[config.mk]
export PLATFORM = sky130hd
export DESIGN_NAME = frame_lock_detector
export DESIGN_NICKNAME = d
export VERILOG_FILES = /design/src/rtl/fdl_pkg.sv /design/src/rtl/fdl_window.sv /design/src/rtl/fdl_phase.sv /design/src/rtl/fdl_rmt_guard.sv /design/src/rtl/frame_lock_detector.sv
export SDC_FILE = /design/constraint.sdc
export NUM_CORES = 1
export LEC_CHECK = 0
export CORE_MARGIN = 2
export CORE_UTILIZATION = 33
export DETAILED_ROUTE_END_ITERATION = 7
export DONT_BUFFER_PORTS = 1
export GPL_ROUTABILITY_DRIVEN = 0
export PLACE_DENSITY = 0.49
export SETUP_SLACK_MARGIN = 0.3
export SYNTH_ARGS = -nofsm -noshare
export SYNTH_HDL_FRONTEND = slang
export SYNTH_SLANG_ARGS = --single-unit
[constraint.sdc]
create_clock -name clk -period 6.23 [get_ports clk]
set_input_delay 0.623 -clock clk [delete_from_list [all_inputs] [get_ports clk]]
set_output_delay 0.623 -clock clk [all_outputs]
set_load 0.01 [all_outputs]
[src/rtl/fdl_pkg.sv]
package fdl_pkg;

    typedef enum logic [1:0] {
        ST_HUNT    = 2'd0,
        ST_CONFIRM = 2'd1,
        ST_LOCKED  = 2'd2
    } fdl_state_e;

endpackage

[src/rtl/fdl_window.sv]
module fdl_window #(
    parameter int FRAME_W = 12
) (
    input  logic               clk,
    input  logic               rst_n,
    input  logic               bit_in,
    output logic [FRAME_W-1:0] window
);
    logic [FRAME_W-2:0] hist_q;

    always_ff @(posedge clk) begin
        if (!rst_n) begin
            hist_q <= '0;
        end else begin
            hist_q <= {hist_q[FRAME_W-3:0], bit_in};
        end
    end

    // oldest bit at the MSB, the bit arriving this cycle at the LSB
    assign window = {hist_q, bit_in};
endmodule

[src/rtl/fdl_phase.sv]
module fdl_phase #(
    parameter int FRAME_W = 12
) (
    input  logic clk,
    input  logic rst_n,
    input  logic slip,
    output logic tick
);
    localparam int PH_W = $clog2(FRAME_W);
    localparam logic [PH_W-1:0] LAST = PH_W'(FRAME_W - 1);

    logic [PH_W-1:0] ph_q;

    assign tick = (ph_q == LAST);

    always_ff @(posedge clk) begin
        if (!rst_n) begin
            ph_q <= '0;
        end else if (tick) begin
            ph_q <= slip ? LAST : '0;
        end else begin
            ph_q <= ph_q + 1'b1;
        end
    end
endmodule

[src/rtl/fdl_rmt_guard.sv]
module fdl_rmt_guard #(
    parameter int FRAME_W = 12
) (
    input  logic               clk,
    input  logic               rst_n,
    input  logic               tick,
    input  logic [FRAME_W-1:0] window,
    output logic               block
);
    localparam int RC_W = $clog2(FRAME_W);

    logic [FRAME_W-2:0] rise;
    logic [RC_W-1:0]    rise_cnt;
    logic               multi;
    logic               prev_multi_q;

    for (genvar i = 0; i < FRAME_W - 1; i++) begin : g_rise
        assign rise[i] = ~window[i+1] & window[i];
    end

    always_comb begin
        rise_cnt = '0;
        for (int i = 0; i < FRAME_W - 1; i++) begin
            rise_cnt = rise_cnt + RC_W'(rise[i]);
        end
    end

    assign multi = (rise_cnt >= RC_W'(2));
    assign block = multi & prev_multi_q;

    always_ff @(posedge clk) begin
        if (!rst_n) begin
            prev_multi_q <= 1'b0;
        end else if (tick) begin
            prev_multi_q <= multi;
        end
    end
endmodule

[src/rtl/frame_lock_detector.sv]
module frame_lock_detector
    import fdl_pkg::*;
#(
    parameter int DATA_W      = 10,
    parameter int LOCK_HITS   = 4,
    parameter int LOSS_MISSES = 4
) (
    input  logic              clk,
    input  logic              rst_n,
    input  logic              ser_bit,
    output logic              lock_n,
    output logic              out_en,
    output logic              word_vld,
    output logic [DATA_W-1:0] word_out
);
    localparam int FRAME_W = DATA_W + 2;
    localparam int HIT_W   = $clog2(LOCK_HITS + 1);
    localparam int MISS_W  = $clog2(LOSS_MISSES + 1);

    logic [FRAME_W-1:0] window;
    logic               tick;
    logic               slip;
    logic               block;
    logic               hit;
    logic               take;

    fdl_state_e         state_q, state_d;
    logic [HIT_W-1:0]   hits_q, hits_d;
    logic [MISS_W-1:0]  miss_q, miss_d;
    logic [DATA_W-1:0]  word_q;
    logic               vld_q;
    logic               lock_n_q;

    fdl_window #(.FRAME_W(FRAME_W)) u_window (
        .clk    (clk),
        .rst_n  (rst_n),
        .bit_in (ser_bit),
        .window (window)
    );

    fdl_phase #(.FRAME_W(FRAME_W)) u_phase (
        .clk   (clk),
        .rst_n (rst_n),
        .slip  (slip),
        .tick  (tick)
    );

    fdl_rmt_guard #(.FRAME_W(FRAME_W)) u_guard (
        .clk    (clk),
        .rst_n  (rst_n),
        .tick   (tick),
        .window (window),
        .block  (block)
    );

    assign hit = window[FRAME_W-1] & ~window[0];

    always_comb begin
        state_d = state_q;
        hits_d  = hits_q;
        miss_d  = miss_q;
        slip    = 1'b0;
        take    = 1'b0;
        if (tick) begin
            unique case (state_q)
                ST_HUNT: begin
                    if (hit) begin
                        state_d = ST_CONFIRM;
                        hits_d  = HIT_W'(1);
                    end else begin
                        slip = 1'b1;
                    end
                end
                ST_CONFIRM: begin
                    if (!hit) begin
                        state_d = ST_HUNT;
                        hits_d  = '0;
                        slip    = 1'b1;
                    end else if (hits_q == HIT_W'(LOCK_HITS - 1)) begin
                        if (!block) begin
                            state_d = ST_LOCKED;
                            hits_d  = '0;
                            miss_d  = '0;
                            take    = 1'b1;
                        end
                    end else begin
                        hits_d = hits_q + 1'b1;
                    end
                end
                ST_LOCKED: begin
                    if (hit) begin
                        miss_d = '0;
                        take   = 1'b1;
                    end else if (miss_q == MISS_W'(LOSS_MISSES - 1)) begin
                        state_d = ST_HUNT;
                        miss_d  = '0;
                        slip    = 1'b1;
                    end else begin
                        miss_d = miss_q + 1'b1;
                        take   = 1'b1;
                    end
                end
                default: begin
                    state_d = ST_HUNT;
                end
            endcase
        end
    end

    always_ff @(posedge clk) begin
        if (!rst_n) begin
            state_q <= ST_HUNT;
            hits_q  <= '0;
            miss_q  <= '0;
        end else begin
            state_q <= state_d;
            hits_q  <= hits_d;
            miss_q  <= miss_d;
        end
    end

    always_ff @(posedge clk) begin
        if (!rst_n) begin
            word_q   <= '0;
            vld_q    <= 1'b0;
            lock_n_q <= 1'b1;
        end else begin
            vld_q    <= take;
            lock_n_q <= (state_d != ST_LOCKED);
            if (take) begin
                word_q <= window[FRAME_W-2:1];
            end
        end
    end

    assign lock_n   = lock_n_q;
    assign out_en   = (state_q == ST_LOCKED);
    assign word_vld = vld_q;
    assign word_out = out_en ? word_q : '0;
endmodule

# After elaboration in Yosys (flattened, before gate mapping)
# Cells that the tools add are included.
[totals]
reg_bits = 36
input_bits = 3
word_cells = 98
[op_classes]
addsub = 13
order_cmp = 1
eq_ne = 11
n_mux = 33
bitwise_logic = 25
reduce_logical = 6
[op_table]
columns = ["operator", "n"]
rows = [
  ["$add 4x1->4", 9],
  ["$mux 3", 8],
  ["$mux 2", 7],
  ["$and 1x1->1", 13],
  ["$not 1->1", 12],
  ["$pmux 3 s2", 2],
  ["$mux 1", 10],
  ["$mux 10", 1],
  ["$ne 2x2->1 const B", 5],
  ["$mux 4", 2],
  ["$add 3x1->3 const B", 2],
  ["$eq 3x2->1 const B", 2],
  ["$pmux 2 s3", 1],
  ["$reduce_and 5->1", 1],
  ["$add 4x1->4 const B", 1],
  ["$eq 4x4->1 const B", 1],
  ["$ge 4x2->1 const B", 1],
  ["$ne 4x4->1 const B", 1],
  ["$pmux 1 s2", 2],
  ["$reduce_and 4->1", 1],
  ["$reduce_bool 2->1", 2],
  ["$add 1x1->2", 1],
  ["$eq 2x1->1 const B", 1],
  ["$eq 2x2->1 const B", 1],
  ["2 further kinds", 2],
]

# Depth between registers and ports, before layout
[depth]
ltp_word = 20
depth_mapped = 16
mapped_depth_nobuf = 15

# By module
# Synthesis repeated with hierarchy kept, for this count alone.
[hier_totals]
hier_cells = 205
area_unflattened_um2 = 1953.1
[by_module_without_submodules]
columns = ["module", "instances", "cells_each", "area_each_um2", "seq_area_each_um2"]
rows = [
  ["frame_lock_detector", 1, 125, 1102.3, 400.4],
  ["fdl_rmt_guard", 1, 37, 339.1, 20.0],
  ["fdl_window", 1, 24, 307.8, 220.2],
  ["fdl_phase", 1, 19, 203.9, 80.1],
]

# Worst setup path after synthesis
# OpenSTA, ideal clock, no wires.
[synth_path]
path_type = "input -> register"
from = "in ser_bit"
to = "reg word_q[0]"
setup_time_ns = 0.072
t_arrival_ns = 4.388
required_time_ns = 6.158
setup_slack_ns = 1.770
cell_stages = 15
n_path_buf = 1
path_cell_list = "nor2b_1 -> ha_1 -> inv_1 -> fa_1 -> fa_1 -> fa_1 -> inv_1 -> ha_1 -> fa_1 -> o41ai_2 -> a31o_2 -> nand3_4 -> a21oi_4 -> buf_6 -> mux2i_1"
[synth_via]
elab_chain_cells = 18
elab_cells_between_ends = 21
classes_between = "add/sub (10); order compare (1); mux (6); bitwise (4)"
[synth_lines]
columns = ["item", "line_no", "rtl"]
rows = [
  ["start: declaration", "frame_lock_detector.sv:10", "input logic ser_bit,"],
  ["$and 1x1->1", "fdl_rmt_guard.sv:18", "assign rise[i] = ~window[i+1] & window[i];"],
  ["$add 1x1->2", "fdl_rmt_guard.sv:24", "rise_cnt = rise_cnt + RC_W'(rise[i]);"],
  ["$add 4x1->4 (9 in series)", "fdl_rmt_guard.sv:24", ""],
  ["$ge 4x2->1", "fdl_rmt_guard.sv:28", "assign multi = (rise_cnt >= RC_W'(2));"],
  ["$and 1x1->1", "fdl_rmt_guard.sv:29", "assign block = multi & prev_multi_q;"],
  ["$mux 1", "frame_lock_detector.sv:80", "if (!block) begin"],
  ["$mux 1", "frame_lock_detector.sv:79", "end else if (hits_q == HIT_W'(LOCK_HITS - 1)) begin"],
  ["$mux 1", "frame_lock_detector.sv:75", "if (!hit) begin"],
  ["$pmux 1 s2 *", "frame_lock_detector.sv:65", "unique case (state_q)"],
  ["$mux 1 *", "frame_lock_detector.sv:64", "if (tick) begin"],
  ["end signal: assignment", "frame_lock_detector.sv:131", "word_q <= window[FRAME_W-2:1];"],
  ["end: declaration", "frame_lock_detector.sv:30", "logic [DATA_W-1:0] word_q;"],
]
# Every way passes the cells marked *; elsewhere a longest branch is shown, timed or not.
# A chain may end at the register's enable or synchronous reset.

# Final worst setup path
[layout_path]
from = "in ser_bit"
to = "reg word_q[6]"
# The elaborated chain is that of the path after synthesis.

==> results.md <==
- Initial antenna violation count: 0
- P per Cell Area: 220 nW/um^2
- Number of enable flip-flop cells after synthesis: 0
- Cts repair resizes: 0
- Sink Count: 36
- Worst Path Max Fanout: 11
- Largest net degree at the start of global routing: 38
- Max cap viols: 0
- Drt first pass iters: 4
- WHS: 437 ps
- Worst setup EP type: flop
- Async set or reset register ratio after synthesis: 0%
- Worst Path Arrival: 4740 ps
- First-pass GRT wire length: 6.23 mm
- Nets@finish: between 200 and 250
- Layout cell share with drive strength beyond 1: 6.70%
- Area growth from synthesis to final layout: 8.24%
- Vias: approximately 1300
- Initial Util: 34.3%
- Count of cell types in the netlist: 36
- Die Footprint: 6370 sq um
- Fmax achieved: around 0.22 GHz
- CTS Hold Bufs: 0
- Gate count after technology mapping: 208
- DP Wirelength: 2.46 mm
- Hold Path Class: reg2reg
- Worst setup SP type: primary input
- Clock tree buffer depth: 2
- DR WL met2: 1.59 mm
- WL met1: 1.72 mm
- Max Used Layer: met4
- Total CTS buffers: 5
- Register area share after synthesis: 38.0%
- Worst VDD drop: roughly 110 uV
- Flops & latches, synth: 36
- Slew margin rel.: between 50% and 60%
- Filler cells: 582
- Reg clk slew, reported paths: approximately 70 ps
- # DRC: 0
- Worst-Skew Late Latency: a little under 300 ps
- GR Overflow Total: 0
- Number of global-route vias before repair: 1321
- Final ANT Viol Nets: 0
- Post-CTS setup buffer count: 0
- Worst setup path category: in2reg
- Post-route setup TNS: 0 ps
- ANT cells: 0
- Post-DR wirelength/cell: approximately 13 um
- GRT Overall Usage: 12.8%
- Status: completed
- Worst slew pin tran: 671 ps
- Core area: 5540 sq um
- Slew Limit Fails: 0
- Leak Pwr: between 0.8 and 0.9 nW
- Die Y: approximately 80 um
- CTS tree: yes
- Final hold violation count: 0
- Ys flop type: dfxtp_1
- CTS root buf: clkbuf_8
- Iter 0 DRT Violations: 56
- Top-Level Pins: 16
- Final setup vio count: 0
- Average size of a mapped cell: 9.13 sq um
- Final period util: 72.6%
- Syn Nets: approximately 230
- RSZ-0062 raised after global routing: no
- Final period demand of the worst path: 4520 ps
- Met3 Wirelength: ~130 um
- Required time of the critical path: 6440 ps
- Final WL: 3.52 mm
- Vias per cell: 4.67
- H-tree levels: 2
- Setup Skew: 5.28 ps
- Core Util, Final: 37.1%
- Port buffer count: 0
- Die width: 79.8 um
- FP Rows: 27
- Synthesized area: between 1500 and 2000 sq um
- YS warnings: 0
-- final timing paths --
kind / to / startpoint / slack, ps / cells after the start
setup reg to reg: word_q[6]$_SDFFE_PN0P_ / u_window.hist_q[0]$_SDFF_PN0_ / 1710 / 14
hold / removal: miss_q[2]$_SDFFE_PN0P_ / miss_q[2]$_SDFFE_PN0P_ / 440 / 2
hold reg to reg: miss_q[2]$_SDFFE_PN0P_ / miss_q[2]$_SDFFE_PN0P_ / 440 / 2
setup / recovery: word_q[6]$_SDFFE_PN0P_ / ser_bit / 1710 / 14
-- routing by layer --
metal  track usage (%)  vias up
met4              5.93        0
met1              16.7      614
met5                 0        -
met2              19.2       19
li1                  -      675
met3              3.96        5
-- per-stage QoR --
step	std cells	cell area (sq um)	setup WS [ps]	total power, mW
2_1_floorplan	208	1900	1770	0.256
3_5_place_dp	273	1950	1360	0.256
6_report	281	2050	1710	0.453
4_1_cts	281	2050	1680	0.463
5_1_grt	281	2050	1470	0.472
3_3_place_gp	273	1950	1470	0.256
-- cells in the mapped netlist (2+ instances only) --
| library cell | number | share of area, % |
|---|---|---|
| mux2i_1 | 12 | 6.3 |
| and2b_1 | 2 | 0.79 |
| and2_1 | 12 | 4.0 |
| clkbuf_1 | 5 | 0.99 |
| a211oi_1 | 2 | 0.79 |
| inv_1 | 23 | 4.5 |
| and3b_1 | 2 | 0.92 |
| nand3_1 | 7 | 1.8 |
| nand2_1 | 34 | 6.7 |
| dfxtp_1 | 36 | 38 |
| fa_1 | 6 | 6.3 |
| a21oi_1 | 4 | 1.1 |
| ha_1 | 12 | 7.9 |
| buf_6 | 2 | 1.2 |
| nand2b_1 | 6 | 2.0 |
| nor2_1 | 7 | 1.4 |
| nor2b_1 | 6 | 2.0 |
| o21ai_0 | 9 | 2.4 |
| nand3b_1 | 4 | 1.6 |
-- final cells by class --
cell class / count / area [sq um] / area share, %
multi-input combinational: 142 / 1050 / 51.1
inverter: 23 / 86.3 / 4.20
clock inverter: 2 / 35.0 / 1.71
clock buffer: 6 / 72.6 / 3.53
tap: 72 / 90.1 / 4.38
sequential: 36 / 721 / 35.1
-- power by group --
group          internal [mW]  switching (mW)  total (mW)
Combinational        0.00754         0.00838      0.0159
Clock                  0.119          0.0835       0.202
Sequential             0.233         0.00192       0.235
Total                  0.359          0.0938       0.453
-- flip-flops by register name, summed over array words and instances (netlist names) --
| register | count |
|---|---|
| u_window.hist_q | 11 |
| word_q | 10 |
| u_phase.ph_q | 4 |
| hits_q | 3 |
| miss_q | 3 |
| state_q | 2 |
| lock_n | 1 |
| u_guard.prev_multi_q | 1 |
| word_vld | 1 |
-- critical path: stages --
cell     delay, ps
nor2b_1        110
ha_1           280
inv_1           70
fa_1           440
fa_1           520
fa_1           550
inv_1           40
ha_1           210
fa_1           490
o41ai_2        350
a31o_2         200
nand3_4        120
a21oi_4        480
mux2i_1        250
-- cell families after synthesis --
logic type,count (synthesis),share of synthesized area (%)
simple gates,84,23.4
flops,36,38.0
xor+xnor,2,0.923
fa+ha+maj,18,14.2
mux,12,6.33
buf+inv,30,6.72
compound gates,26,10.4
-- cells in the final DEF (no fill, tap or decap), types with 2 or more instances in the layout --
cell	synthesis	routed
a211oi_1	2	2
o21ai_0	9	9
nand3_1	7	7
and3b_1	2	2
mux2i_1	12	12
nand2b_1	6	6
fa_1	6	6
and2_1	12	12
ha_1	12	12
nand2_1	34	34
nor2_1	7	7
nand3b_1	4	4
clkbuf_8	0	5
dfxtp_1	36	36
and2b_1	2	2
inv_1	23	23
a21oi_1	4	4
nor2b_1	6	6
Power figures use the tool's default switching activity.
